[config.mk]
export PLATFORM = sky130hd
export DESIGN_NAME = boost_pcm_ctrl
export DESIGN_NICKNAME = d
export VERILOG_FILES = /design/src/rtl/boost_pkg.sv /design/src/rtl/bpc_sync.sv /design/src/rtl/bpc_tick_gen.sv /design/src/rtl/bpc_ref_dac.sv /design/src/rtl/bpc_switch_seq.sv /design/src/rtl/boost_pcm_ctrl.sv
export SDC_FILE = /design/constraint.sdc
export NUM_CORES = 1
export LEC_CHECK = 0
export ABC_CLOCK_PERIOD_IN_PS = 3500
export BUFFER_PORTS_ARGS = -buffer_cell sky130_fd_sc_hd__buf_2
export CORE_UTILIZATION = 40
export DETAILED_ROUTE_END_ITERATION = 16
export GPL_TIMING_DRIVEN = 0
export PLACE_DENSITY = 0.63
export SYNTH_ARGS = -nofsm -noshare
export SYNTH_HDL_FRONTEND = slang
export SYNTH_SLANG_ARGS = --single-unit
[constraint.sdc]
create_clock -name clk -period 3.5 [get_ports clk]
set_input_delay 0.35 -clock clk [delete_from_list [all_inputs] [get_ports clk]]
set_output_delay 0.35 -clock clk [all_outputs]
set_load 0.01 [all_outputs]
[src/rtl/boost_pkg.sv]
package boost_pkg;
   // switch phase of the boost power stage
   typedef enum logic {
      PH_OFF = 1'b0,
      PH_ON  = 1'b1
   } phase_e;
endpackage

[src/rtl/bpc_sync.sv]
module bpc_sync #(
   parameter int STAGES = 2
) (
   input  logic clk,
   input  logic rst_n,
   input  logic d_a,
   output logic q
);
   logic [STAGES-1:0] chain;

   generate
      if (STAGES == 1) begin : g_one
         always_ff @(posedge clk or negedge rst_n)
            if (!rst_n) chain <= '0;
            else        chain <= d_a;
      end else begin : g_many
         always_ff @(posedge clk or negedge rst_n)
            if (!rst_n) chain <= '0;
            else        chain <= {chain[STAGES-2:0], d_a};
      end
   endgenerate

   assign q = chain[STAGES-1];
endmodule

[src/rtl/bpc_tick_gen.sv]
module bpc_tick_gen #(
   parameter int TIME_W = 12
) (
   input  logic              clk,
   input  logic              rst_n,
   input  logic [TIME_W-1:0] period,
   output logic              tick
);
   logic [TIME_W-1:0] cnt;

   assign tick = (cnt >= period - 1'b1);

   always_ff @(posedge clk or negedge rst_n)
      if (!rst_n)    cnt <= '0;
      else if (tick) cnt <= '0;
      else           cnt <= cnt + 1'b1;
endmodule

[src/rtl/bpc_ref_dac.sv]
module bpc_ref_dac #(
   parameter int REF_W = 8
) (
   input  logic             clk,
   input  logic             rst_n,
   input  logic [REF_W-1:0] duty_in,
   input  logic             duty_wr,
   output logic             pwm_o
);
   logic [REF_W-1:0] pos;
   logic [REF_W-1:0] shadow;
   logic [REF_W-1:0] active;
   logic             wrap;

   assign wrap  = &pos;
   assign pwm_o = (pos < active);

   always_ff @(posedge clk or negedge rst_n)
      if (!rst_n) begin
         pos    <= '0;
         shadow <= '0;
         active <= '0;
      end else begin
         pos <= pos + 1'b1;
         if (duty_wr) shadow <= duty_in;
         // a write seen in the last cycle still makes the next period
         if (wrap) active <= duty_wr ? duty_in : shadow;
      end
endmodule

[src/rtl/bpc_switch_seq.sv]
module bpc_switch_seq
   import boost_pkg::*;
#(
   parameter int TIME_W  = 12,
   parameter int BLANK_W = 6,
   parameter int FCNT_W  = 8
) (
   input  logic               clk,
   input  logic               rst_n,
   input  logic               qr_en,
   input  logic               tick,
   input  logic               trip_s,
   input  logic               demag_rise,
   input  logic [TIME_W-1:0]  ton_max,
   input  logic [TIME_W-1:0]  toff_min,
   input  logic [TIME_W-1:0]  qr_timeout,
   input  logic [BLANK_W-1:0] blank_len,
   output logic               sw_on,
   output logic [FCNT_W-1:0]  force_cnt
);
   phase_e             phase;
   logic [TIME_W-1:0]  on_cnt;
   logic [TIME_W-1:0]  off_cnt;
   logic [BLANK_W-1:0] blank_cnt;
   logic               trip_ok;
   logic               on_done;
   logic               off_ok;
   logic               tmo_hit;
   logic               start;
   logic               forced;

   always_comb begin
      trip_ok = trip_s && (blank_cnt == '0);
      on_done = trip_ok || (on_cnt >= ton_max);
      off_ok  = (off_cnt >= toff_min);
      tmo_hit = (off_cnt >= qr_timeout);
      start   = (phase == PH_OFF) && off_ok &&
                (qr_en ? (demag_rise || tmo_hit) : tick);
      forced  = start && qr_en && !demag_rise;
   end

   always_ff @(posedge clk or negedge rst_n)
      if (!rst_n) begin
         phase     <= PH_OFF;
         on_cnt    <= '0;
         off_cnt   <= TIME_W'(1);
         blank_cnt <= '0;
         force_cnt <= '0;
      end else begin
         case (phase)
            PH_OFF: begin
               if (start) begin
                  phase     <= PH_ON;
                  on_cnt    <= TIME_W'(1);
                  blank_cnt <= blank_len;
               end else if (off_cnt != '1) begin
                  off_cnt <= off_cnt + 1'b1;
               end
            end
            PH_ON: begin
               if (on_done) begin
                  phase   <= PH_OFF;
                  off_cnt <= TIME_W'(1);
               end else begin
                  on_cnt <= on_cnt + 1'b1;
                  if (blank_cnt != '0) blank_cnt <= blank_cnt - 1'b1;
               end
            end
            default: phase <= PH_OFF;
         endcase
         if (forced && (force_cnt != '1)) force_cnt <= force_cnt + 1'b1;
      end

   assign sw_on = (phase == PH_ON);
endmodule

[src/rtl/boost_pcm_ctrl.sv]
module boost_pcm_ctrl #(
   parameter int TIME_W      = 12,
   parameter int BLANK_W     = 6,
   parameter int REF_W       = 8,
   parameter int FCNT_W      = 8,
   parameter int SYNC_STAGES = 2
) (
   input  logic               clk,
   input  logic               rst_n,
   input  logic               cfg_qr_en,
   input  logic [TIME_W-1:0]  cfg_period,
   input  logic [TIME_W-1:0]  cfg_ton_max,
   input  logic [TIME_W-1:0]  cfg_toff_min,
   input  logic [BLANK_W-1:0] cfg_blank,
   input  logic [TIME_W-1:0]  cfg_qr_timeout,
   input  logic               cmp_trip_a,
   input  logic               demag_a,
   input  logic [REF_W-1:0]   ref_duty,
   input  logic               ref_duty_wr,
   output logic               sw_drv,
   output logic               ref_pwm,
   output logic [FCNT_W-1:0]  qr_force_cnt
);
   localparam int N_ASYNC = 2;
   localparam int IDX_CMP = 0;
   localparam int IDX_DMG = 1;

   // elaboration-time parameter checks
   if (TIME_W < 2)       begin : g_chk_time  $error("TIME_W must be at least 2");       end
   if (BLANK_W < 1)      begin : g_chk_blank $error("BLANK_W must be at least 1");      end
   if (REF_W < 2)        begin : g_chk_ref   $error("REF_W must be at least 2");        end
   if (FCNT_W < 1)       begin : g_chk_fcnt  $error("FCNT_W must be at least 1");       end
   if (SYNC_STAGES < 2)  begin : g_chk_sync  $error("SYNC_STAGES must be at least 2"); end
   if (BLANK_W > TIME_W) begin : g_chk_bw    $error("BLANK_W must not exceed TIME_W"); end

   logic [N_ASYNC-1:0] async_in;
   logic [N_ASYNC-1:0] sync_out;
   logic               demag_prev;
   logic               demag_rise;
   logic               tick;

   assign async_in[IDX_CMP] = cmp_trip_a;
   assign async_in[IDX_DMG] = demag_a;

   for (genvar i = 0; i < N_ASYNC; i++) begin : g_sync
      bpc_sync #(.STAGES(SYNC_STAGES)) u_sync (
         .clk   (clk),
         .rst_n (rst_n),
         .d_a   (async_in[i]),
         .q     (sync_out[i])
      );
   end

   always_ff @(posedge clk or negedge rst_n)
      if (!rst_n) demag_prev <= 1'b0;
      else        demag_prev <= sync_out[IDX_DMG];

   assign demag_rise = sync_out[IDX_DMG] && !demag_prev;

   bpc_tick_gen #(.TIME_W(TIME_W)) u_tick (
      .clk    (clk),
      .rst_n  (rst_n),
      .period (cfg_period),
      .tick   (tick)
   );

   bpc_switch_seq #(
      .TIME_W  (TIME_W),
      .BLANK_W (BLANK_W),
      .FCNT_W  (FCNT_W)
   ) u_seq (
      .clk        (clk),
      .rst_n      (rst_n),
      .qr_en      (cfg_qr_en),
      .tick       (tick),
      .trip_s     (sync_out[IDX_CMP]),
      .demag_rise (demag_rise),
      .ton_max    (cfg_ton_max),
      .toff_min   (cfg_toff_min),
      .qr_timeout (cfg_qr_timeout),
      .blank_len  (cfg_blank),
      .sw_on      (sw_drv),
      .force_cnt  (qr_force_cnt)
   );

   bpc_ref_dac #(.REF_W(REF_W)) u_ref (
      .clk     (clk),
      .rst_n   (rst_n),
      .duty_in (ref_duty),
      .duty_wr (ref_duty_wr),
      .pwm_o   (ref_pwm)
   );
endmodule

After elaboration in Yosys (flattened, before gate mapping). Index checks and enable logic that the tools add are counted.

Flip-flop bits (word level): 80. Bits of input ports: 68. Output and inout port bits: 10. Word-level logic and storage cells: 67.

Add/subtract/negate cells: 7. Magnitude comparators: 5. Equal/unequal tests: 8. Mux-type cells: 17. Bitwise gates (word level): 1. Reduce and logical (&&, ||, !) cells: 17.

Operators with widths (count): $mux 12 (6); $ge 12x12->1 (4); $pmux 12 s2 (2); $add 12x1->12 const B (3); $mux 6 (3); $add 8x1->8 const B (2); $ne 12x12->1 const B (1); $pmux 6 s2 (1); $sub 12x1->12 const B (1); $ne 2x2->1 const B (5); $lt 8x8->1 (1); $mux 8 (1); $ne 8x8->1 const B (1); $reduce_and 8->1 (1); $logic_and 1x1->1 (7); $logic_not 6->1 (1); $reduce_and 3->1 (2); $reduce_bool 6->1 (1); $sub 6x1->6 const B (1); $mux 1 (3); $logic_not 1->1 (2); $logic_or 1x1->1 (2); $ne 2x1->1 const B (1); $pmux 1 s2 (1); 2 further kinds (2).

Logic depth before layout (Yosys ltp). Gate-level depths: netlist of the first run.

Word-level depth: 8. Mapped depth: 15. Gate-level depth less buffers: 13.

Modules after synthesis. From an unflattened synthesis of the first run, not the netlist that was laid out.

Cells, all modules: 546. Area total of the unflattened synthesis: 5317.6 um^2.

Modules (own cells, without submodules): bpc_switch_seq (times used 1, cells each 332, area an instance 2994.1 um^2, seq. area each 977.2 um^2); bpc_ref_dac (times used 1, cells each 94, area an instance 1114.8 um^2, seq. area each 600.6 um^2); bpc_tick_gen (times used 1, cells each 114, area an instance 1069.8 um^2, seq. area each 300.3 um^2); bpc_sync (times used 2, cells each 2, area an instance 50.0 um^2, seq. area each 50.0 um^2); boost_pcm_ctrl (times used 1, cells each 2, area an instance 38.8 um^2, seq. area each 25.0 um^2).

Worst setup path before layout of the first run. No wires, ideal clock.

Kind: input to register. Start point: input port cfg_period[5]. End point: register u_seq.off_cnt[5]. Setup time: 126 ps. Arrival time: 2855 ps. Setup slack: 519 ps. Stages on the path: 12. Path buffers: 0. Cells stage by stage: nor4_1 nand2_1 nor4_1 xnor2_1 ha_1 a21o_1 a21o_1 a21oi_2 o21ai_2 o211ai_4 o311ai_4 a221o_1.

Cells in the longest elaborated chain, start to end: 6.

Ends and longest elaborated chain: start, declared (line boost_pcm_ctrl.sv:11) `input logic [TIME_W-1:0] cfg_period,`; $sub 12x1->12 (line bpc_tick_gen.sv:11) `assign tick = (cnt >= period - 1'b1);`; $ge 12x12->1 (line bpc_tick_gen.sv:11); $mux 1 (line bpc_switch_seq.sv:38) `(qr_en ? (demag_rise || tmo_hit) : tick);`; $logic_and 1x1->1 (line bpc_switch_seq.sv:37) `start = (phase == PH_OFF) && off_ok &&`; $ne 2x2->1 (no source line); $reduce_and 3->1 (no source line); end signal, assigned (line bpc_switch_seq.sv:57) `off_cnt <= off_cnt + 1'b1;`; end, declared (line bpc_switch_seq.sv:23) `logic [TIME_W-1:0] off_cnt;`.

Every way passes these cells. A chain may end at the register's enable or synchronous reset.

Worst setup path after layout of the first run. Same ends and word-level chain as after synthesis.

==> results of run 1 <==
-- layout by cell type, fill, tap and decap left out, types with 4 or more instances in the layout --
| cell type | n |
|---|---|
| nor3_1 | 11 |
| xnor2_1 | 15 |
| and3_1 | 14 |
| a21o_1 | 4 |
| dfrtp_1 | 79 |
| xor2_1 | 25 |
| a211o_2 | 5 |
| nand2_1 | 38 |
| mux2_2 | 12 |
| nor2_1 | 47 |
| nand3_1 | 26 |
| clkbuf_16 | 9 |
| a21oi_1 | 18 |
| clkbuf_1 | 8 |
| inv_1 | 55 |
| nor3b_1 | 7 |
| a211o_1 | 4 |
| ha_1 | 62 |
| nor4_1 | 5 |
| nor2b_1 | 9 |
| buf_2 | 79 |
| nor4b_1 | 6 |
| nand3b_1 | 4 |
| nand4_1 | 16 |
| o21ai_0 | 17 |
-- worst max-delay path by stage --
| stage | from | to | slack [ps] | cells past startpoint |
|---|---|---|---|---|
| finish | cfg_period[5] | u_seq.off_cnt[5]$_DFFE_PN0P_ | 410 | 13 |
| global route | cfg_period[5] | u_seq.off_cnt[5]$_DFFE_PN0P_ | 190 | 13 |
| CTS | cfg_period[5] | u_seq.off_cnt[5]$_DFFE_PN0P_ | 370 | 13 |
| detailed placement | cfg_period[5] | u_seq.off_cnt[5]$_DFFE_PN0P_ | 30 | 13 |
| global placement | cfg_period[5] | u_seq.off_cnt[5]$_DFFE_PN0P_ | 80 | 13 |
| floorplan | cfg_period[5] | u_seq.off_cnt[5]$_DFFE_PN0P_ | 520 | 12 |
-- worst reg2reg max path, stage by stage, from the launching register on --
cell      delay, ps
dfstp_2         540
inv_1            80
ha_1            280
nor2b_1          40
o21ai_0         170
a21oi_1         110
o211ai_1        340
o211ai_4        220
nor3_1          400
mux2_2          380
-- power by group --
group | leakage (nW) | switching (mW) | total [mW] | internal [mW]
logic | 2.04 | 0.567 | 1.03 | 0.466
registers | 0.986 | 0.196 | 1.29 | 1.09
clock network | 0.145 | 0.362 | 0.933 | 0.571
total | 3.17 | 1.12 | 3.25 | 2.13
-- area by class of cell --
cell class / instances / area share
Timing Repair Buffer: 77 / 0.0674
Inverter: 56 / 0.0345
Sequential cell: 80 / 0.329
Tap cell: 172 / 0.0353
Clock buffer: 11 / 0.0398
Buffer: 12 / 0.00883
Multi-Input combinational cell: 394 / 0.476
Clock inverter: 5 / 0.00924
-- per-layer routing --
layer / vias up / global-route usage
met5: - / 0
met4: 0 / 0.0462
met3: 14 / 0.0439
met2: 59 / 0.305
met1: 2009 / 0.209
li1: 2083 / -
-- stage by stage --
step	utilization	total power, mW	cell area, sq um	worst slack [ps]	instances
after floorplan	-	2.01	5170	519	542
after global placement	0.457	2.27	5760	81.1	790
after detailed placement	0.459	2.33	5790	32.9	791
after CTS	0.483	3.28	6090	371	807
after global routing	0.483	3.50	6090	190	807
final	0.483	3.25	6090	406	807
-- cells by family (layout without fill, tap and decap cells) --
group | Yosys count | in the layout | share of synthesized area
XOR/XNOR | 40 | 40 | 0.0678
buffers and inverters | 68 | 161 | 0.0511
adder cells (fa/ha/maj) | 62 | 62 | 0.150
AO/OA/AOI/OAI | 79 | 79 | 0.112
AND/OR/NAND/NOR | 197 | 197 | 0.196
multiplexers | 16 | 16 | 0.0349
flip-flops | 80 | 80 | 0.388
-- state kept, by name (all words and copies together), names as in the netlist --
register             cells
u_ref.active             8
u_seq.blank_cnt          6
u_ref.pos                8
u_seq.on_cnt            12
u_seq.force_cnt          8
u_seq.off_cnt           12
g_sync.u_sync.chain      4
u_ref.shadow             8
demag_prev               1
u_tick.cnt              12
u_seq.sw_on              1
==> run_summary.xml, run 1 <==
<?xml version="1.0" encoding="UTF-8"?>
<metrics>
  <group name="synthesis">
    <metric name="post_synth_main_area_contributors" unit="">dfrtp_1 38%, ha_1 15%, xor2_1 4.2%</metric>
    <metric name="synth.most_common_cell" unit="">dfrtp_1</metric>
    <metric name="postSynth.topFlopCell" unit="">dfrtp_1</metric>
    <metric name="yosys_warnings" unit="">0</metric>
    <metric name="synth.cell_area" unit="sq um">5170</metric>
    <metric name="postSynthRegisterBits" unit="">80</metric>
    <metric name="synth_sequential_area_ratio" unit="">0.388</metric>
    <metric name="synth_top_cell_area_share" unit="">0.383</metric>
    <metric name="post_synth_net_total" unit="">672</metric>
    <metric name="syn_avg_cell_area" unit="sq um">9.53</metric>
    <metric name="synth_async_sr_flop_share" unit="">1.00</metric>
    <metric name="synth_common_cells" unit="">79 x dfrtp_1, 62 x ha_1, 55 x inv_1</metric>
    <metric name="post_synth_num_cell_types" unit="">59</metric>
    <metric name="netlist_instances" unit="">542</metric>
    <metric name="synth_edf_count" unit="">0</metric>
    <metric name="post-synth-top-area-cell" unit="">dfrtp_1</metric>
  </group>
  <group name="sta">
    <metric name="timing_max_transition_violations_final" unit="">0</metric>
    <metric name="final.min_clock_period" unit="ps">3090</metric>
    <metric name="clock.fmax" unit="GHz">0.323</metric>
    <metric name="slew_headroom" unit="">0.589</metric>
    <metric name="fin_tns_setup" unit="ps">0</metric>
    <metric name="grt_setup_unrepaired" unit="">no</metric>
    <metric name="timing.clock.skew" unit="ps">6.29</metric>
    <metric name="setup-violations-final" unit="">0</metric>
    <metric name="period_utilization" unit="">0.884</metric>
    <metric name="timing.hold.ws" unit="ps">-17.9</metric>
    <metric name="final-hold-violation-count" unit="">13</metric>
    <metric name="worst_slew_pin_tran" unit="ps">615</metric>
  </group>
  <group name="die">
    <metric name="num_io_pins" unit="">78</metric>
    <metric name="initial_core_util" unit="">0.409</metric>
    <metric name="dieHeight" unit="um">116</metric>
    <metric name="coreArea" unit="sq um">12600</metric>
    <metric name="placement_rows" unit="">41</metric>
    <metric name="fp.dieArea" unit="sq um">13400</metric>
    <metric name="die_w" unit="um">116</metric>
  </group>
  <group name="drt">
    <metric name="top_layer_used" unit="">met4</metric>
    <metric name="route.antenna.remaining_nets" unit="">0</metric>
    <metric name="wl_met2" unit="um">5430</metric>
    <metric name="route.layer.met1.wl" unit="um">4860</metric>
    <metric name="route.detailed.wl_per_inst" unit="um">13.4</metric>
    <metric name="firstDrtPassIters" unit="">4</metric>
    <metric name="drt-total-wl" unit="um">10800</metric>
    <metric name="wl_met3" unit="um">447</metric>
    <metric name="remaining_drc_errors" unit="">0</metric>
    <metric name="drt-vias-per-instance" unit="">5.16</metric>
    <metric name="dr.first_iter.drc_count" unit="">218</metric>
    <metric name="vias" unit="">4165</metric>
  </group>
  <group name="worst_setup_path">
    <metric name="reg_to_reg_critical_path_endpoint" unit="">u_seq.force_cnt[1]$_DFFE_PN0P_</metric>
    <metric name="critical_path.max_fanout" unit="">10</metric>
    <metric name="setup.reg_to_reg.worst_slack" unit="ps">820</metric>
    <metric name="worstReg2RegStart" unit="">u_seq.off_cnt[0]$_DFFE_PN1P_</metric>
    <metric name="total_buffers_and_inverters_traversed_by_the_critical_path" unit="">1</metric>
    <metric name="timing.critical_path.max_delay_family" unit="">compound AO/OA/AOI/OAI gates</metric>
    <metric name="cell_at_the_slowest_stage_of_the_critical_path" unit="">a221o_1</metric>
    <metric name="critical_path_class" unit="">in -&gt; reg</metric>
    <metric name="peak_per_stage_delay_on_the_critical_path" unit="ps">400</metric>
    <metric name="r2r.worst_path.cells" unit="">9</metric>
    <metric name="critical_path.endpoint_type" unit="">flip-flop</metric>
    <metric name="cp_cell_sequence" unit="">buf_2 &gt; nor4_1 &gt; nand2_1 &gt; nor4_1 &gt; xnor2_1 &gt; ha_1 &gt; a21o_1 &gt; a21o_1 &gt; a21oi_2 &gt; o21ai_2 &gt; o211ai_4 &gt; o311ai_4 &gt; a221o_1</metric>
    <metric name="cp_data_required_time" unit="ps">3710</metric>
    <metric name="arrival_time_reported_for_the_critical_path_endpoint" unit="ps">3310</metric>
    <metric name="timing.critical_path.from_type" unit="">primary input</metric>
  </group>
  <group name="outcome">
    <metric name="failed_checks" unit="">negative hold slack</metric>
    <metric name="outcome" unit="">finished with violations</metric>
  </group>
  <group name="final_layout">
    <metric name="multi_input_logic_area" unit="sq um">2900</metric>
    <metric name="fillCellCount" unit="">1183</metric>
    <metric name="seq_area" unit="sq um">2000</metric>
    <metric name="layout-drive-gt1-share" unit="">0.198</metric>
    <metric name="syn2layout_area_growth" unit="%">17.9</metric>
    <metric name="finalNetCount" unit="">760</metric>
    <metric name="antennaDiodeCount" unit="">0</metric>
  </group>
  <group name="global_route">
    <metric name="first_global_vias" unit="">4075</metric>
    <metric name="initial_antenna_violation_count" unit="">0</metric>
    <metric name="grt_max_degree" unit="">45</metric>
    <metric name="grt_overflow" unit="">0</metric>
    <metric name="first_pass_grt_wire_length" unit="um">18300</metric>
    <metric name="track_usage" unit="">0.173</metric>
  </group>
  <group name="clocking">
    <metric name="ctsResizeCount" unit="">0</metric>
    <metric name="clkSlewWorstSetupHoldPaths" unit="ps">60</metric>
    <metric name="cts_hold_repair.buffers" unit="">0</metric>
    <metric name="postCtsSetupRepairBufs" unit="">0</metric>
    <metric name="cts.htree.levels" unit="">3</metric>
    <metric name="cts_buffer_depth" unit="">2</metric>
    <metric name="cts_tree" unit="">done</metric>
    <metric name="cts_root_buf" unit="">clkbuf_16</metric>
    <metric name="numClockSinks" unit="">80</metric>
    <metric name="clock_insertion_delay_worst_skew" unit="ps">330</metric>
    <metric name="tritoncts.num_buffers" unit="">9</metric>
  </group>
  <group name="placement">
    <metric name="post-dp-hpwl" unit="um">8280</metric>
    <metric name="gp_congestion" unit="">0.814</metric>
    <metric name="buffer_ports.inserted" unit="">76</metric>
  </group>
  <group name="pwr">
    <metric name="cellLeakagePower" unit="nW">3.17</metric>
    <metric name="worst_ir_drop_vdd" unit="mV">0.246</metric>
    <metric name="powerDensity" unit="nW/um^2">534</metric>
  </group>
  <group name="worst_hold_path">
    <metric name="hold_class" unit="">in -&gt; async</metric>
  </group>
  <group name="run">
    <metric name="cap_viol_max_count" unit="">0</metric>
  </group>
</metrics>
No activity file was read; power rests on OpenSTA's default activity.
==> inputs of run 2 (changes only) <==
Settings changed: ABC_CLOCK_PERIOD_IN_PS 3500 to 3300.
Clock period 3.5 ns to 3.3 ns, I/O delays scaled along.
==> run_summary.xml, run 2 (synthesis gave the netlist of run 1 again) <==
<?xml version="1.0" encoding="UTF-8"?>
<metrics>
  <group name="clocking">
    <metric name="cts.htree.levels" unit="">3</metric>
    <metric name="clock_insertion_delay_worst_skew" unit="ps">330</metric>
    <metric name="cts_root_buf" unit="">clkbuf_16</metric>
    <metric name="clkSlewWorstSetupHoldPaths" unit="ps">60</metric>
    <metric name="postCtsSetupRepairBufs" unit="">0</metric>
    <metric name="numClockSinks" unit="">80</metric>
    <metric name="cts_tree" unit="">done</metric>
    <metric name="tritoncts.num_buffers" unit="">9</metric>
    <metric name="cts_buffer_depth" unit="">2</metric>
  </group>
  <group name="drt">
    <metric name="route.detailed.wl_per_inst" unit="um">13.4</metric>
    <metric name="remaining_drc_errors" unit="">0</metric>
    <metric name="firstDrtPassIters" unit="">4</metric>
    <metric name="drt-total-wl" unit="um">10900</metric>
    <metric name="drt-vias-per-instance" unit="">5.16</metric>
    <metric name="route.antenna.remaining_nets" unit="">0</metric>
    <metric name="vias" unit="">4170</metric>
    <metric name="dr.first_iter.drc_count" unit="">203</metric>
  </group>
  <group name="sta">
    <metric name="timing.hold.ws" unit="ps">106</metric>
    <metric name="period_utilization" unit="">0.930</metric>
    <metric name="fin_tns_setup" unit="ps">0</metric>
    <metric name="clock.fmax" unit="GHz">0.326</metric>
    <metric name="grt_setup_unrepaired" unit="">no</metric>
    <metric name="setup-violations-final" unit="">0</metric>
    <metric name="slew_headroom" unit="">0.589</metric>
    <metric name="timing.clock.skew" unit="ps">6.41</metric>
    <metric name="final-hold-violation-count" unit="">0</metric>
    <metric name="timing_max_transition_violations_final" unit="">0</metric>
    <metric name="worst_slew_pin_tran" unit="ps">615</metric>
    <metric name="final.min_clock_period" unit="ps">3070</metric>
  </group>
  <group name="die">
    <metric name="initial_core_util" unit="">0.409</metric>
    <metric name="num_io_pins" unit="">78</metric>
    <metric name="dieHeight" unit="um">116</metric>
    <metric name="coreArea" unit="sq um">12600</metric>
    <metric name="placement_rows" unit="">41</metric>
    <metric name="die_w" unit="um">116</metric>
    <metric name="fp.dieArea" unit="sq um">13400</metric>
  </group>
  <group name="global_route">
    <metric name="grt_max_degree" unit="">45</metric>
    <metric name="first_pass_grt_wire_length" unit="um">18400</metric>
    <metric name="track_usage" unit="">0.173</metric>
    <metric name="initial_antenna_violation_count" unit="">0</metric>
    <metric name="grt_overflow" unit="">0</metric>
    <metric name="first_global_vias" unit="">4082</metric>
  </group>
  <group name="worst_setup_path">
    <metric name="arrival_time_reported_for_the_critical_path_endpoint" unit="ps">3280</metric>
    <metric name="setup.reg_to_reg.worst_slack" unit="ps">620</metric>
    <metric name="worstReg2RegStart" unit="">u_seq.off_cnt[0]$_DFFE_PN1P_</metric>
    <metric name="reg_to_reg_critical_path_endpoint" unit="">u_seq.force_cnt[1]$_DFFE_PN0P_</metric>
    <metric name="r2r.worst_path.cells" unit="">9</metric>
    <metric name="critical_path.endpoint_type" unit="">flip-flop</metric>
    <metric name="critical_path_class" unit="">in -&gt; reg</metric>
    <metric name="timing.critical_path.from_type" unit="">primary input</metric>
    <metric name="cp_data_required_time" unit="ps">3510</metric>
    <metric name="critical_path.max_fanout" unit="">10</metric>
  </group>
  <group name="final_layout">
    <metric name="layout-drive-gt1-share" unit="">0.198</metric>
    <metric name="stdcell_count" unit="">808</metric>
    <metric name="finalNetCount" unit="">761</metric>
    <metric name="layout_top_registers" unit="">u_seq.off_cnt: 12 flops, u_seq.on_cnt: 12 flops, u_tick.cnt: 12 flops</metric>
    <metric name="most_used_cells_in_the_layout_excluding_fill_and_tap_cells" unit="">79 x buf_2, 79 x dfrtp_1, 62 x ha_1</metric>
    <metric name="antennaDiodeCount" unit="">0</metric>
    <metric name="syn2layout_area_growth" unit="%">18.1</metric>
    <metric name="fillCellCount" unit="">1183</metric>
  </group>
  <group name="worst_hold_path">
    <metric name="hold-path-endpoint" unit="">g_sync[1].u_sync.chain[0]$_DFF_PN0_</metric>
    <metric name="hold-path-cell-count" unit="">1</metric>
    <metric name="hold_path.startpoint" unit="">demag_a</metric>
    <metric name="hold_class" unit="">in -&gt; reg</metric>
  </group>
  <group name="placement">
    <metric name="post-dp-hpwl" unit="um">8280</metric>
    <metric name="dp_cell_count" unit="">791</metric>
    <metric name="gp_congestion" unit="">0.814</metric>
    <metric name="buffer_ports.inserted" unit="">76</metric>
  </group>
  <group name="pwr">
    <metric name="powerDensity" unit="nW/um^2">565</metric>
    <metric name="worst_ir_drop_vdd" unit="mV">0.260</metric>
    <metric name="cellLeakagePower" unit="nW">3.17</metric>
  </group>
  <group name="outcome">
    <metric name="outcome" unit="">finished clean</metric>
  </group>
  <group name="run">
    <metric name="cap_viol_max_count" unit="">0</metric>
  </group>
</metrics>
run 2: repair_timing:
action / 4_1_cts / 5_1_grt
endpoints found under the setup margin: 0 / 0
resized for setup: 0 / 0
hold buffers: 1 / 0
hold endpoints to repair: 36 / 0
run 2: report_power, final:
group	switching, mW	internal [mW]
sequential	0.208	1.16
clock	0.384	0.605
combinational	0.602	0.495
total	1.19	2.26
run 2: critical path, cell delays in order:
cell and delay [ps]:
buf_2 110, nor4_1 340, nand2_1 150, nor4_1 250, xnor2_1 170, ha_1 260
a21o_1 180, a21o_1 180, a21oi_2 140, o21ai_2 130, o211ai_4 350, o311ai_4 280
a221o_1 400
run 2: layer usage:
metal,vias to the layer above,GRT usage,wire length [um]
met5,-,0,0
met4,0,0.0462,108
met3,15,0.0439,437
met2,58,0.306,5390
met1,2011,0.209,4920
li1,2086,-,-
run 2: area by class of cell:
class                      instances  area (sq um)  area share
clock inverter                     5          56.3     0.00923
clock buffer                      11           243      0.0398
sequential                        80          2000       0.328
multi-input combinational        394          2900       0.475
timing repair buffer              78           420      0.0689
inverter                          56           210      0.0344
tap                              172           215      0.0353
buffer                            12          53.8     0.00882
run 2: worst max path at each step:
| stage | startpoint | end | slack [ps] | cells after the start |
|---|---|---|---|---|
| after CTS | cfg_period[5] | u_seq.off_cnt[5]$_DFFE_PN0P_ | 190 | 13 |
| final | cfg_period[5] | u_seq.off_cnt[5]$_DFFE_PN0P_ | 230 | 13 |
| after floorplan | cfg_period[5] | u_seq.off_cnt[5]$_DFFE_PN0P_ | 340 | 12 |
| after global routing | cfg_period[5] | u_seq.off_cnt[5]$_DFFE_PN0P_ | 10 | 13 |
| after detailed placement | cfg_period[5] | u_seq.off_cnt[5]$_DFFE_PN0P_ | -150 | 13 |
| after global placement | cfg_period[5] | u_seq.off_cnt[5]$_DFFE_PN0P_ | -100 | 13 |
run 2: through the flow:
stage | total power [mW] | util | setup slack [ps] | area (sq um)
floorplan | 2.13 | - | 339 | 5170
finish | 3.45 | 0.484 | 230 | 6100
detailed placement | 2.47 | 0.459 | -147 | 5790
global route | 3.71 | 0.484 | 10.0 | 6100
CTS | 3.48 | 0.484 | 191 | 6100
global placement | 2.41 | 0.457 | -98.9 | 5760
